<file path="src/rtl/rlc_pkg.sv">
// Shared types of the link retransmission controller.
package rlc_pkg;
    // Kind of a control flit on either control channel.
    typedef enum logic {
        CTL_ACK  = 1'b0,
        CTL_NACK = 1'b1
    } ctl_kind_e;
endpackage

</file>
<file path="src/rtl/rlc_replay_store.sv">
// Replay storage: one slot per outstanding packet, indexed by the low bits
// of the sequence number. One write port, one asynchronous read port.
// Assumes the sequencer never overwrites a slot that is still outstanding.
module rlc_replay_store #(
    parameter int DATA_W = 32,
    parameter int DEPTH  = 32,
    localparam int IDX_W = $clog2(DEPTH)
) (
    input  logic              clk,
    input  logic              wr_en,
    input  logic [IDX_W-1:0]  wr_idx,
    input  logic [DATA_W-1:0] wr_data,
    input  logic [IDX_W-1:0]  rd_idx,
    output logic [DATA_W-1:0] rd_data
);
    logic [DATA_W-1:0] slots [DEPTH];

    // Capture each newly sent packet in its slot.
    always_ff @(posedge clk) begin
        if (wr_en) slots[wr_idx] <= wr_data;
    end

    assign rd_data = slots[rd_idx];
endmodule

</file>
<file path="src/rtl/rlc_tx_seq.sv">
// Transmit sequencer. It holds three sequence pointers: the oldest
// unacknowledged packet, the next number to read out, and the next number
// to assign. It handles acknowledgements, negative acknowledgements and the
// replay timer. When the read and assign pointers differ, a replay is pending
// and the store drives the output. Otherwise new input passes straight through.
// Assumes DEPTH < 2**SEQ_W and cfg_timeout >= 1.
module rlc_tx_seq
    import rlc_pkg::*;
#(
    parameter int SEQ_W   = 8,
    parameter int DEPTH   = 32,
    parameter int TIMER_W = 16,
    localparam int IDX_W  = $clog2(DEPTH)
) (
    input  logic               clk,
    input  logic               rst_n,
    input  logic [TIMER_W-1:0] cfg_timeout,
    input  logic               in_valid,
    output logic               in_ready,
    input  logic               out_ready,
    output logic               out_valid,
    output logic               out_from_store,
    output logic [SEQ_W-1:0]   out_seq,
    input  logic               ctl_valid,
    input  ctl_kind_e          ctl_kind,
    input  logic [SEQ_W-1:0]   ctl_seq,
    output logic               wr_en,
    output logic [IDX_W-1:0]   wr_idx,
    output logic [IDX_W-1:0]   rd_idx
);
    localparam logic [SEQ_W-1:0] DEPTH_S = SEQ_W'(DEPTH);
    localparam logic [SEQ_W-1:0] ONE_S   = SEQ_W'(1);

    logic [SEQ_W-1:0]   base_seq, rd_seq, next_seq;
    logic [TIMER_W-1:0] timer;
    logic [SEQ_W-1:0]   pending, ctl_off, rd_adv;
    logic               replaying, full, accept, replay_fire;
    logic               in_window, ack_ok, nack_ok, expired;

    // Window size, pending state and decode of control flits.
    always_comb begin
        pending     = next_seq - base_seq;
        replaying   = (rd_seq != next_seq);
        full        = (pending == DEPTH_S);
        in_ready    = out_ready && !full && !replaying;
        accept      = in_valid && in_ready;
        out_valid   = replaying || (in_valid && !full);
        replay_fire = replaying && out_ready;
        ctl_off     = ctl_seq - base_seq;
        in_window   = (ctl_off < pending);
        ack_ok      = ctl_valid && (ctl_kind == CTL_ACK)  && in_window;
        nack_ok     = ctl_valid && (ctl_kind == CTL_NACK) && in_window;
        expired     = (pending != '0) && (timer == cfg_timeout);
        rd_adv      = rd_seq + ((accept || replay_fire) ? ONE_S : '0);
    end

    assign out_from_store = replaying;
    assign out_seq        = rd_seq;
    assign wr_en          = accept;
    assign wr_idx         = next_seq[IDX_W-1:0];
    assign rd_idx         = rd_seq[IDX_W-1:0];

    // Advance the assign pointer on every accepted new packet.
    always_ff @(posedge clk) begin
        if (!rst_n)      next_seq <= '0;
        else if (accept) next_seq <= next_seq + ONE_S;
    end

    // Move the oldest-outstanding pointer on acknowledgements and rewinds.
    always_ff @(posedge clk) begin
        if (!rst_n)       base_seq <= '0;
        else if (nack_ok) base_seq <= ctl_seq;
        else if (ack_ok)  base_seq <= ctl_seq + ONE_S;
    end

    // Read pointer: a rewind has priority, then the timer, then the normal advance.
    always_ff @(posedge clk) begin
        if (!rst_n)
            rd_seq <= '0;
        else if (nack_ok)
            rd_seq <= ctl_seq;
        else if (expired)
            rd_seq <= base_seq;
        else if (ack_ok && ((ctl_off + ONE_S) > (rd_adv - base_seq)))
            rd_seq <= ctl_seq + ONE_S;
        else
            rd_seq <= rd_adv;
    end

    // Replay timer: counts idle cycles while packets are outstanding.
    always_ff @(posedge clk) begin
        if (!rst_n)
            timer <= '0;
        else if ((pending == '0) || ack_ok || nack_ok || expired)
            timer <= '0;
        else
            timer <= timer + TIMER_W'(1);
    end
endmodule

</file>
<file path="src/rtl/rlc_rx_check.sv">
// Receive checker. It compares each packet with the expected sequence number
// and with the error flags. It delivers and acknowledges good packets. On the
// first error of an episode it issues one negative acknowledgement, then drops
// everything until the expected number arrives clean again.
// Assumes at most one packet per cycle.
module rlc_rx_check
    import rlc_pkg::*;
#(
    parameter int SEQ_W  = 8,
    parameter int DATA_W = 32
) (
    input  logic              clk,
    input  logic              rst_n,
    input  logic              in_valid,
    input  logic [DATA_W-1:0] in_data,
    input  logic [SEQ_W-1:0]  in_seq,
    input  logic              in_err,
    input  logic              phy_err,
    output logic              out_valid,
    output logic [DATA_W-1:0] out_data,
    output logic [SEQ_W-1:0]  out_seq,
    output logic              ctl_valid,
    output ctl_kind_e         ctl_kind,
    output logic [SEQ_W-1:0]  ctl_seq
);
    logic [SEQ_W-1:0] exp_seq;
    logic             discarding;
    logic             good, bad, raise_nack;

    // Classify the current cycle.
    always_comb begin
        good       = in_valid && !in_err && !phy_err && (in_seq == exp_seq);
        bad        = phy_err || (in_valid && (in_err || (in_seq != exp_seq)));
        raise_nack = bad && !discarding;
    end

    // Expected number and discard state.
    always_ff @(posedge clk) begin
        if (!rst_n) begin
            exp_seq    <= '0;
            discarding <= 1'b0;
        end else if (good) begin
            exp_seq    <= exp_seq + SEQ_W'(1);
            discarding <= 1'b0;
        end else if (bad) begin
            discarding <= 1'b1;
        end
    end

    // Registered delivery of good packets.
    always_ff @(posedge clk) begin
        if (!rst_n) begin
            out_valid <= 1'b0;
            out_data  <= '0;
            out_seq   <= '0;
        end else begin
            out_valid <= good;
            if (good) begin
                out_data <= in_data;
                out_seq  <= in_seq;
            end
        end
    end

    // Registered control flit: an ack for a good packet, a nack once per episode.
    always_ff @(posedge clk) begin
        if (!rst_n) begin
            ctl_valid <= 1'b0;
            ctl_kind  <= CTL_ACK;
            ctl_seq   <= '0;
        end else begin
            ctl_valid <= good || raise_nack;
            ctl_kind  <= good ? CTL_ACK : CTL_NACK;
            ctl_seq   <= good ? in_seq : exp_seq;
        end
    end
endmodule

</file>
<file path="src/rtl/replay_link_ctrl.sv">
// Top of the go-back-N link retransmission controller. It joins the transmit
// sequencer, its replay store and the receive checker. Control flits are
// assumed to be taken by the link every cycle, without backpressure.
module replay_link_ctrl
    import rlc_pkg::*;
#(
    parameter int SEQ_W   = 8,
    parameter int DATA_W  = 32,
    parameter int DEPTH   = 32,
    parameter int TIMER_W = 16
) (
    input  logic               clk,
    input  logic               rst_n,
    input  logic [TIMER_W-1:0] cfg_timeout,
    input  logic               tx_in_valid,
    output logic               tx_in_ready,
    input  logic [DATA_W-1:0]  tx_in_data,
    output logic               tx_out_valid,
    input  logic               tx_out_ready,
    output logic [DATA_W-1:0]  tx_out_data,
    output logic [SEQ_W-1:0]   tx_out_seq,
    input  logic               rx_ctl_valid,
    input  logic               rx_ctl_nack,
    input  logic [SEQ_W-1:0]   rx_ctl_seq,
    input  logic               rx_in_valid,
    input  logic [DATA_W-1:0]  rx_in_data,
    input  logic [SEQ_W-1:0]   rx_in_seq,
    input  logic               rx_in_err,
    input  logic               phy_err,
    output logic               rx_out_valid,
    output logic [DATA_W-1:0]  rx_out_data,
    output logic [SEQ_W-1:0]   rx_out_seq,
    output logic               tx_ctl_valid,
    output logic               tx_ctl_nack,
    output logic [SEQ_W-1:0]   tx_ctl_seq
);
    localparam int IDX_W = $clog2(DEPTH);

    logic              wr_en, from_store;
    logic [IDX_W-1:0]  wr_idx, rd_idx;
    logic [DATA_W-1:0] store_data;
    ctl_kind_e         rx_kind, tx_kind;

    assign rx_kind = rx_ctl_nack ? CTL_NACK : CTL_ACK;

    rlc_tx_seq #(
        .SEQ_W(SEQ_W), .DEPTH(DEPTH), .TIMER_W(TIMER_W)
    ) u_seq (
        .clk(clk), .rst_n(rst_n), .cfg_timeout(cfg_timeout),
        .in_valid(tx_in_valid), .in_ready(tx_in_ready),
        .out_ready(tx_out_ready), .out_valid(tx_out_valid),
        .out_from_store(from_store), .out_seq(tx_out_seq),
        .ctl_valid(rx_ctl_valid), .ctl_kind(rx_kind), .ctl_seq(rx_ctl_seq),
        .wr_en(wr_en), .wr_idx(wr_idx), .rd_idx(rd_idx)
    );

    rlc_replay_store #(
        .DATA_W(DATA_W), .DEPTH(DEPTH)
    ) u_store (
        .clk(clk), .wr_en(wr_en), .wr_idx(wr_idx), .wr_data(tx_in_data),
        .rd_idx(rd_idx), .rd_data(store_data)
    );

    // A replay reads from the store. Otherwise the new packet passes straight through.
    assign tx_out_data = from_store ? store_data : tx_in_data;

    rlc_rx_check #(
        .SEQ_W(SEQ_W), .DATA_W(DATA_W)
    ) u_rx (
        .clk(clk), .rst_n(rst_n),
        .in_valid(rx_in_valid), .in_data(rx_in_data), .in_seq(rx_in_seq),
        .in_err(rx_in_err), .phy_err(phy_err),
        .out_valid(rx_out_valid), .out_data(rx_out_data), .out_seq(rx_out_seq),
        .ctl_valid(tx_ctl_valid), .ctl_kind(tx_kind), .ctl_seq(tx_ctl_seq)
    );

    assign tx_ctl_nack = (tx_kind == CTL_NACK);
endmodule

</file>
<file path="config.mk">
export PLATFORM = sky130hd
export DESIGN_NAME = replay_link_ctrl
export DESIGN_NICKNAME = d
export VERILOG_FILES = /design/src/rtl/rlc_pkg.sv /design/src/rtl/rlc_replay_store.sv /design/src/rtl/rlc_tx_seq.sv /design/src/rtl/rlc_rx_check.sv /design/src/rtl/replay_link_ctrl.sv
export SDC_FILE = /design/constraint.sdc
export NUM_CORES = 1
export LEC_CHECK = 0
export BUFFER_PORTS_ARGS = -buffer_cell sky130_fd_sc_hd__buf_4
export CAP_MARGIN = 20
export CORE_MARGIN = 1
export CORE_UTILIZATION = 60
export DETAILED_ROUTE_END_ITERATION = 10
export GPL_ROUTABILITY_DRIVEN = 1
export PLACE_DENSITY_LB_ADDON = 0.12
export RECOVER_POWER = 25
export SYNTH_ARGS = -nofsm -noshare
export SYNTH_HDL_FRONTEND = slang
export SYNTH_SLANG_ARGS = --single-unit
</file>
<file path="constraint.sdc">
create_clock -name clk -period 7.55 [get_ports clk]
set_clock_uncertainty 0.1 [all_clocks]
set_input_delay 0.755 -clock clk [delete_from_list [all_inputs] [get_ports clk]]
set_output_delay 0.755 -clock clk [all_outputs]
set_load 0.05 [all_outputs]
</file>
### Word level (Yosys, flattened, before mapping)

Memory sizes are Yosys's and may differ from the RTL's. A register that Yosys moved wholly into a read port is not among the register bits.
Index checks and enable logic that the tools add are counted.

* $add $sub $neg: 9
* order comparisons: 2
* equality and inequality tests: 5
* muxes and demuxes: 13
* bitwise operators: 2
* reduce and logical (&&, ||, !) cells: 34

Operators by type and width (count)
* 8-bit two-way mux: 6
* 8-bit by 1-bit adder with 8-bit output, second input constant: 4
* 32-bit two-way mux: 1
* 8-bit subtractor: 3
* 16-bit by 1-bit adder with 16-bit output, second input constant: 1
* 16-bit == test: 1
* 1-bit logical AND: 16
* 8-bit != test: 2
* 8-bit adder: 1
* 8-bit by 6-bit == test with 1-bit output, second input constant: 1
* 8-bit == test: 1
* 8-bit > comparator: 1
* 8-bit zero test: 1
* 1-bit logical OR: 8
* 8-bit less-than comparator: 1
* 8-bit nonzero test: 1
* 1-bit zero test: 5
* 1-bit two-way mux: 5
* 5-bit two-way mux: 1
* 2-bit OR reduction: 2
* 1-bit inverter: 2
* 2-bit nonzero test: 1

* flip-flop bits (word level): 100
* RAM bits: 1024
* bits of input ports: 105
* output and inout port bits: 93
* word-level logic and storage cells: 78
* memories: 1

Memory list
* u_store.slots: depth 32, bits a word 32, read ports 1, clocked after memory_dff 1, write ports 1, line rlc_replay_store.sv:16 `logic [DATA_W-1:0] slots [DEPTH];`

### Longest topological paths before layout

Gate-level depths: netlist (run 1).

* word-level depth: 16
* mapped depth: 31
* gate-level depth less buffers: 30

### By module

A second synthesis (run 1) with hierarchy kept.

* cells, all modules: 2984
* area, all modules: 46714.8 um^2

By module, submodules not included
* rlc_replay_store: instances 1, cells an instance 2228, area an instance 39844.5 um^2, seq. area each 30749.5 um^2
* rlc_tx_seq: instances 1, cells an instance 458, area an instance 3777.4 um^2, seq. area each 800.8 um^2
* rlc_rx_check: instances 1, cells an instance 262, area an instance 2548.7 um^2, seq. area each 1201.2 um^2
* replay_link_ctrl: instances 1, cells an instance 36, area an instance 544.3 um^2, seq. area each 0.0 um^2

### Least setup slack after synthesis (run 1)

OpenSTA, ideal clock, no wires.

* path type: flip-flop to flip-flop
* start point: register u_seq.next_seq[0]
* end point: register u_seq.rd_seq[1] (netlist: u_seq.out_seq[1])
* library setup time: 0.122 ns
* arrival: 6.181 ns
* required time: 7.328 ns
* setup slack: 1.147 ns
* cell stages (with the launch flop): 30
* path buffers: 1
* clock period less this slack: 6.403 ns
* cells stage by stage: dfxtp_1 -> inv_1 -> ha_1 -> inv_1 -> fa_1 -> a211oi_2 -> nor2_1 -> xor2_1 -> a2111oi_4 -> nand2_1 -> a21o_1 -> and2_1 -> ha_1 -> xor2_1 -> ha_1 -> a21oi_1 -> o21ai_0 -> a21o_1 -> a21oi_1 -> o21ai_0 -> xnor2_1 -> ha_1 -> nand4_1 -> or3b_2 -> a21oi_1 -> o21a_1 -> buf_2 -> mux2_2 -> mux2i_1 -> o21ai_0

* longest elaborated chain between the ends: 15
* elaborated cells between the ends (all ways): 23
* those cells by class: 3 x add/sub; 2 x order compare; 2 x eq/ne; 4 x mux; 12 x reduce/logical

Ends and longest elaborated chain
* start, declared: line rlc_tx_seq.sv:34 `logic [SEQ_W-1:0] base_seq, rd_seq, next_seq;`
* start signal, assigned: line rlc_tx_seq.sv:66 `else if (accept) next_seq <= next_seq + ONE_S;`
* 8-bit subtractor: line rlc_tx_seq.sv:42 `pending = next_seq - base_seq;`
* 8-bit by 6-bit == test with 1-bit output: line rlc_tx_seq.sv:44 `full = (pending == DEPTH_S);`
* 1-bit zero test: line rlc_tx_seq.sv:45 `in_ready = out_ready && !full && !replaying;`
* 1-bit logical AND (2 in a row): line rlc_tx_seq.sv:45
* 1-bit logical AND: line rlc_tx_seq.sv:46 `accept = in_valid && in_ready;`
* 1-bit logical OR: line rlc_tx_seq.sv:54 `rd_adv = rd_seq + ((accept || replay_fire) ? ONE_S : '0);`
* 1-bit two-way mux: line rlc_tx_seq.sv:54
* 8-bit adder: line rlc_tx_seq.sv:54
* 8-bit subtractor: line rlc_tx_seq.sv:84 `else if (ack_ok && ((ctl_off + ONE_S) > (rd_adv - base_seq)))`
* 8-bit > comparator: line rlc_tx_seq.sv:84
* 1-bit logical AND: line rlc_tx_seq.sv:84
* 8-bit two-way mux: line rlc_tx_seq.sv:84
* 8-bit two-way mux: line rlc_tx_seq.sv:82 `else if (expired)`
* 8-bit two-way mux *: line rlc_tx_seq.sv:80 `else if (nack_ok)`
* end signal, assigned: line rlc_tx_seq.sv:81 `rd_seq <= ctl_seq;`
* end signal, assigned: line rlc_tx_seq.sv:83 `rd_seq <= base_seq;`
* end signal, assigned: line rlc_tx_seq.sv:85 `rd_seq <= ctl_seq + ONE_S;`
* end, declared: line rlc_tx_seq.sv:34

Mark *: on every way between the ends. The rest lies on a longest branch, timed or not.
A chain may end at the register's enable or synchronous reset.

### Final worst setup path (run 1)

Same ends and word-level chain as after synthesis.

==> reports/summary.txt, run 1 <==
Layout Cells excl Fill -> 3553
Synth top area share -> 68.2%
Cell Area, Placed -> 0.0480 mm²
GR Layer Usage met1 -> 42.0%
Ports -> 198
Primary FF master, synth -> edfxtp_1
Startpoint Class -> flop
synthesis-stage register bit count -> 1124
sequential area share after synthesis -> 72.7%
sequential share of power -> 41.0%
gp weighted congestion -> 0.882
antenna violations before repair -> 3
FF-to-FF path depth -> 28
total congestion overflow -> 0
number of max-cap violations -> 0
setup TNS -> 0 ns
vias in the first global route -> 23500
relative slew slack -> 9.33%
dpl ws -> 0.536 ns
leading area contributor after synthesis -> edfxtp_1
Worst Hold Launch -> phy_err
P_sw -> 0.00534 W
die area -> 0.0762 mm²
Placeable Area -> 0.0743 mm²
CTS Buf Count -> 108
Crit path required time -> 8.00 ns
pwr dens -> 335 mW/mm²
most common library cells after synthesis -> edfxtp_1 (1024), mux4_2 (320), nor2_1 (169)
status -> complete, no violations
DRT Pass-1 Iters -> 5
max-slew violation count -> 0
antenna-violating nets left -> 0
hold path depth -> 3
dpl cells -> 3351
layout net count -> 2647
grt met2 use -> 46.1%
worst vdd ir -> 0.249 mV
first-pass GRT wire length -> 158 mm
Hold Path Sink -> u_rx.discarding$_SDFFE_PP0N_
fin crit share -> 93.2%
maximum fanout along the worst path -> 8
DRT iter0 DRCs -> 2755
f_max -> 0.142 GHz
Slowest-stage cell, CP -> a2111oi_4
switching fraction of total power -> 31.1%
final wirelength -> 108 mm
gr usage total -> 28.8%
CP max stage delay -> 0.56 ns
synth warn -> 0
Async SR Flop Fraction -> 0%
H-tree levels -> 3
critical path class -> reg2reg
Die W -> 276 µm
Buffers on Ports -> 197
Post-synth EDFFs -> 1024
Post-CTS Repair Setup Buffers -> 0
endpoints failing setup -> 0
Arr. time, crit path -> 7.48 ns
met3 usage -> 5.37%
share of cells above drive strength 1 -> 28.6%
CTS tree -> built
Synth Cell Area -> 0.0451 mm²
FF-to-FF End -> u_seq.out_seq[1]$_SDFF_PN0_
setup slack, reg-to-reg -> 0.51 ns
Worst Setup End Kind -> flop
Vias/cell -> 6.50
Gate Count Post-Synth -> 2245
R2R Path Start -> u_seq.next_seq[0]$_SDFFE_PN0P_
RSZ-0062 raised after global routing -> no
post-route cell area -> 0.0513 mm²
Clk network pwr share -> 30.2%
busiest grt layer -> met2
endpoints failing hold -> 0
Initial Util -> 60.6%
Syn Nets -> 2399
syn_area_per_cell -> 20.1 µm²
clk_lat worst skew -> 0.67 ns
# rows -> 100
P_leak -> 16.7 nW
cell-internal power -> 0.0118 W
Worst-Margin Slew -> 1.36 ns
clock sinks -> 1124
hpwl dp -> 57.9 mm
die extent in y -> 276 µm
hold_buf cts -> 0
Root Driver -> clkbuf_16
Layout area overhead -> 13.9%
CTS Buffer Depth -> 3
DRC Markers -> 0
HP Class -> in2reg
combinational share of power -> 28.9%
most used cell, CP -> ha_1
clock slew at reported path FFs -> 0.06 ns
Cell variety after synth -> 52
via count -> 23100
most area-consuming cells after synthesis -> edfxtp_1 (68%), mux4_2 (16%), dfxtp_1 (4.4%)
final setup margin -> 0.515 ns
DR WL/cell -> 30.3 µm
Period minus WS final -> 7.04 ns
top-count cell post-synth -> edfxtp_1
largest net degree at the start of global routing -> 161
flip-flops by register name (all words and copies together) (netlist names):
register and cells:
u_store.slots 1024, u_rx.out_data 32, u_seq.timer 16, u_rx.ctl_seq 8, u_rx.exp_seq 8, u_rx.out_seq 8
u_seq.base_seq 8, u_seq.next_seq 8, u_seq.out_seq 8, u_rx.ctl_kind 1, u_rx.ctl_valid 1, u_rx.discarding 1
u_rx.out_valid 1
through the flow:
stage / total power, W / util (%) / hold WS (ns)
after floorplan: 0.0107 / - / 0.306
after global placement: 0.0121 / 64.5 / 0.314
after detailed placement: 0.0121 / 64.6 / 0.324
after CTS: 0.0173 / 69.1 / 0.176
after global routing: 0.0178 / 69.0 / 0.204
final: 0.0172 / 69.0 / 0.217
routing by layer:
layer / vias up / routed length (µm)
met3: 140 / 9470
met5: - / 24
met4: 4 / 1990
met2: 1189 / 52200
met1: 12100 / 44000
li1: 9623 / -
cell type report:
type	instances	area, µm²
antenna	1	2.50
clock buffer	151	2970
clock inverter	49	422
fill	4648	23000
inverter	34	128
multi-input combinational	979	12000
sequential	1124	32800
tap	969	1210
timing repair buffer	246	1840
timing repair:
action / 4_1_cts / 5_1_grt
endpoints found under the setup margin: 0 / 4
resized for setup: 0 / 1
hold endpoints to repair: 0 / 0
worst max path at each step:
stage	startpoint	end	slack, ns	cells past startpoint
final	u_seq.next_seq[0]$_SDFFE_PN0P_	u_seq.out_seq[1]$_SDFF_PN0_	0.51	28
after global routing	u_seq.next_seq[0]$_SDFFE_PN0P_	u_seq.out_seq[1]$_SDFF_PN0_	0.03	28
after CTS	u_seq.next_seq[0]$_SDFFE_PN0P_	u_seq.out_seq[1]$_SDFF_PN0_	0.48	28
after detailed placement	u_seq.next_seq[0]$_SDFFE_PN0P_	u_seq.out_seq[1]$_SDFF_PN0_	0.54	28
after global placement	u_seq.next_seq[0]$_SDFFE_PN0P_	u_seq.out_seq[1]$_SDFF_PN0_	0.67	28
after floorplan	u_seq.next_seq[0]$_SDFFE_PN0P_	u_seq.out_seq[1]$_SDFF_PN0_	1.15	29
worst max-delay path: cells and delay by family, from the launching register on:
| family | cells | cell delay, ns |
|---|---|---|
| AO/OA/AOI/OAI | 11 | 2.62 |
| adder cells (fa/ha/maj) | 5 | 1.45 |
| AND/OR/NAND/NOR | 5 | 1.02 |
| XOR/XNOR | 3 | 0.62 |
| multiplexers | 2 | 0.49 |
| flip-flops | 1 | 0.38 |
| buffers and inverters | 2 | 0.23 |
power by group through the flow:
stage          logic [W]  clock network [W]  registers [W]
4_1_cts          0.00500            0.00525        0.00704
2_1_floorplan    0.00361                  0        0.00707
5_1_grt          0.00528            0.00547        0.00706
6_report         0.00496            0.00518        0.00704
3_3_place_gp     0.00493                  0        0.00717
3_5_place_dp     0.00497                  0        0.00717
cell usage in the layout (no fill, tap or decap), types with 14 or more instances in the layout:
cell type,count
nor2_1,137
mux4_2,320
o21ai_0,16
inv_1,33
xor2_1,41
clkbuf_1,59
buf_4,214
ha_1,46
clkinv_1,17
a21oi_1,55
nand4_1,14
nand3_1,20
xnor2_1,57
edfxtp_1,1024
nor2_4,32
clkbuf_16,110
clkinv_2,20
dfxtp_1,95
mux2i_1,90
nand2_1,39
logic make-up (layout without fill, tap and decap cells):
family | count (synthesis) | count (layout) | share of synthesized area, %
DFF | 1124 | 1124 | 72.7
buffers and inverters | 142 | 480 | 1.31
muxes | 411 | 411 | 18.0
other | 0 | 1 | 0
adders and majority gates | 49 | 49 | 1.41
and+or+nand+nor | 305 | 305 | 3.04
AOI/OAI and AO/OA | 116 | 116 | 1.64
xor gates and xnor gates | 98 | 98 | 1.90
Power figures use the tool's default switching activity.
==> run 2, diff against run 1 <==
- ABC_AREA: default -> 1
==> run 2 against run 1 <==
Compared with the run above:
- maximum frequency is 12% higher
- final cell count is 48% higher
- largest power group is now combinational cells
- largest cell class unchanged
- register-to-register slack better by 0.76 ns
- critical path type unchanged
- first-iteration DRC count is 40% higher
==> reports/summary.txt, run 2 <==
status -> complete, no violations
die area -> 0.0787 mm² (+3.2%)
Post-CTS Repair Setup Buffers -> 0 (unchanged)
Cell Area, Placed -> 0.0490 mm² (+2.1%)
fin util -> 69.0% (about the same)
antenna violations before repair -> 6 (+3)
relative slew slack -> 11.0% (+1.6 points)
CTS tree -> built
Synth Cell Area -> 0.0465 mm² (+3.3%)
CTS resizes -> 0 (unchanged)
Placeable Area -> 0.0763 mm² (+2.7%)
Fill cells -> 5508 (+19%)
Vias/cell -> 6.11 (-6.1%)
Slowest-stage cell, CP -> a21oi_1
register area -> 0.0328 mm² (about the same)
adder-cell share of the synthesized area -> 1.37% (-0.044 points)
largest family of logic cells by synthesized area -> compound AO/OA/AOI/OAI gates
Syn Nets -> 4140 (+73%)
max-slew violation count -> 0 (unchanged)
f_max -> 0.159 GHz (+12%)
dpl ws -> 1.34 ns (+0.802 ns)
P_sw -> 0.00826 W (+55%)
Primary FF master, synth -> edfxtp_1
antenna-violating nets left -> 0 (unchanged)
critical path class -> reg2reg
Buffers on Ports -> 197 (unchanged)
Die W -> 280 µm (+1.6%)
Period minus WS final -> 6.28 ns (-0.757 ns)
maximum fanout along the worst path -> 9 (+1)
HP Class -> in2reg
worst vdd ir -> 0.701 mV (+180%)
Largest regs -> u_store.slots (1024), u_rx.out_data (32), u_seq.timer (16)
Worst Hold Launch -> rx_in_data[22]
clock sinks -> 1124 (unchanged)
final setup margin -> 1.27 ns (+0.757 ns)
most common library cells after synthesis -> edfxtp_1 (1024), nor2_1 (656), o21ai_0 (633)
CTS Buffer Depth -> 3 (unchanged)
DR WL/cell -> 23.7 µm (-22%)
P_leak -> 18.4 nW (+10%)
leading area contributor after synthesis -> edfxtp_1
via count -> 32100 (+39%)
synth warn -> 0 (unchanged)
share of cells above drive strength 1 -> 11.8% (-17 points)
sequential share of power -> 34.6% (-6.4 points)
switching fraction of total power -> 40.5% (+9.4 points)
Worst Setup SP -> u_seq.next_seq[0]$_SDFFE_PN0P_
syn_area_per_cell -> 11.7 µm² (-42%)
R2R Path Start -> u_seq.next_seq[0]$_SDFFE_PN0P_
CTS Buf Count -> 113 (+4.6%)
Async SR Flop Fraction -> 0% (unchanged)
XOR/XNOR share of the synthesized area -> 1.02% (-0.89 points)
synthesis-stage register bit count -> 1124 (unchanged)
Post-synth EDFFs -> 1024 (unchanged)
fin crit share -> 83.2% (-10 points)
H-tree levels -> 3 (unchanged)
DRT Pass-1 Iters -> 6 (+1)
DRC Markers -> 0 (unchanged)
Initial Util -> 61.0% (+0.33 points)
Crit path required time -> 7.98 ns (-0.02 ns)
Startpoint Class -> flop
commonest non-fill, non-tap cell in the layout -> edfxtp_1
Worst-Margin Slew -> 1.34 ns (-0.0244 ns)
combinational share of power -> 38.4% (+9.5 points)
Root Driver -> clkbuf_16
number of max-cap violations -> 0 (unchanged)
sequential area share after synthesis -> 70.4% (-2.3 points)
CP max stage delay -> 0.59 ns (+0.03 ns)
endpoints failing hold -> 0 (unchanged)
clk_lat worst skew -> 0.68 ns (about the same)
area of the multi-input gates -> 0.0124 mm² (+4.0%)
Gate Count Post-Synth -> 3986 (+78%)
gr usage total -> 31.4% (+2.6 points)
Ports -> 198 (unchanged)
post-synthesis mux area share -> 0% (-18 points)
Cell variety after synth -> 45 (-13%)
Synth top area share -> 66.1% (-2.2 points)
clock slew at reported path FFs -> 0.07 ns (about the same)
most frequent cells in the layout -> edfxtp_1 (1024), o21ai_0 (633), nor2_1 (625), nand2_1 (513), o22ai_1 (258)
die extent in y -> 280 µm (+1.6%)
layout net count -> 4271 (+61%)
post-route cell area -> 0.0527 mm² (+2.7%)
setup TNS -> 0 ns (unchanged)
total congestion overflow -> 0 (unchanged)
cell-internal power -> 0.0121 W (+2.3%)
first-pass GRT wire length -> 183 mm (+16%)
endpoints failing setup -> 0 (unchanged)
pwr dens -> 387 mW/mm² (+15%)
Arr. time, crit path -> 6.71 ns (-0.77 ns)
RSZ-0062 raised after global routing -> no
top-count cell post-synth -> edfxtp_1
gp weighted congestion -> 0.896 (+1.6%)
final wirelength -> 124 mm (+15%)
most area-consuming cells after synthesis -> edfxtp_1 (66%), o21ai_0 (6.8%), nor2_1 (5.3%)
Layout area overhead -> 13.2%
hpwl dp -> 65.8 mm (+14%)
most used cell, CP -> nand2_1
dpl cells -> 5028 (+50%)
hold_buf cts -> 0 (unchanged)
Layout Cells excl Fill -> 5248 (+48%)
largest net degree at the start of global routing -> 220 (+37%)
Post-Synth Simple-Gate Area -> 11.5% (+8.5 points)
Clk network pwr share -> 27.0% (-3.2 points)
Top reg by flops -> u_store.slots
Worst Setup End Kind -> flop
Compound-Gate Fraction of Synth Area -> 12.3% (+11 points)
vias in the first global route -> 29800 (+27%)
DRT iter0 DRCs -> 3865 (+40%)
# rows -> 101 (+1.0%)
max FFs per register -> 1024 (unchanged)
run 2: changes by cell type after synthesis, moves of 89 or more:
cell	delta
clkbuf_1	+110
inv_1	+89
mux2i_1	-90
mux4_2	-320
nand2_1	+474
nor2_1	+487
o21ai_0	+617
o22ai_1	+258
run 2: layout make-up:
type | instances | share of cell area (%)
Inverter | 129 | 0.959
Clock buffer | 134 | 5.67
Tap cell | 1030 | 2.45
Timing Repair Buffer | 259 | 3.79
Clock inverter | 78 | 1.31
Multi-Input combinational cell | 2490 | 23.6
Sequential cell | 1124 | 62.2
Antenna cell | 4 | 0.0190
run 2: power groups by stage:
stage / Sequential [W] / Clock [W] / Combinational, W
6_report: 0.00706 / 0.00550 / 0.00782
5_1_grt: 0.00706 / 0.00575 / 0.00842
4_1_cts: 0.00705 / 0.00553 / 0.00777
3_5_place_dp: 0.00718 / 0 / 0.00772
3_3_place_gp: 0.00717 / 0 / 0.00768
2_1_floorplan: 0.00714 / 0 / 0.00517
run 2: worst paths after layout:
check,endpoint,slack (ns),depth (start not counted)
max reg2reg,u_seq.out_seq[4]$_SDFF_PN0_,1.27,34
max,u_seq.out_seq[4]$_SDFF_PN0_,1.27,34
min reg2reg,u_rx.out_data[30]$_SDFFE_PN0P_,0.35,2
min,u_rx.out_data[22]$_SDFFE_PN0P_,0.17,3
run 2: worst max-delay path, delay by kind of cell (launching register included):
| kind | cells | cell delay, ns |
|---|---|---|
| AND/OR/NAND/NOR | 18 | 2.25 |
| buffers and inverters | 3 | 0.34 |
| adder cells (fa/ha/maj) | 5 | 1.46 |
| AO/OA/AOI/OAI | 6 | 1.32 |
| XOR/XNOR | 2 | 0.32 |
| flip-flops | 1 | 0.35 |
run 2: per-stage QoR:
step	power, W	hold WS (ns)
final	0.0204	0.168
after global placement	0.0148	0.337
after global routing	0.0212	0.151
after CTS	0.0203	0.132
after floorplan	0.0123	0.340
after detailed placement	0.0149	0.340
run 2: layer usage:
metal / track usage (%) / vias up / share of wire (%)
li1: - / 14600 / -
met1: 43.4 / 15500 / 40
met2: 50.5 / 1670 / 47
met3: 5.48 / 261 / 9.7
met4: 11.0 / 4 / 3.3
met5: 0 / - / 0.0097
run 2: cells by family (layout without fill, tap and decap cells):
logic type                 Yosys count  after routing
xor gates and xnor gates            54             54
and+or+nand+nor                   1339           1339
other                                0              4
DFF                               1124           1124
buffers and inverters              372            600
adders and majority gates           49             49
AOI/OAI and AO/OA                 1048           1048
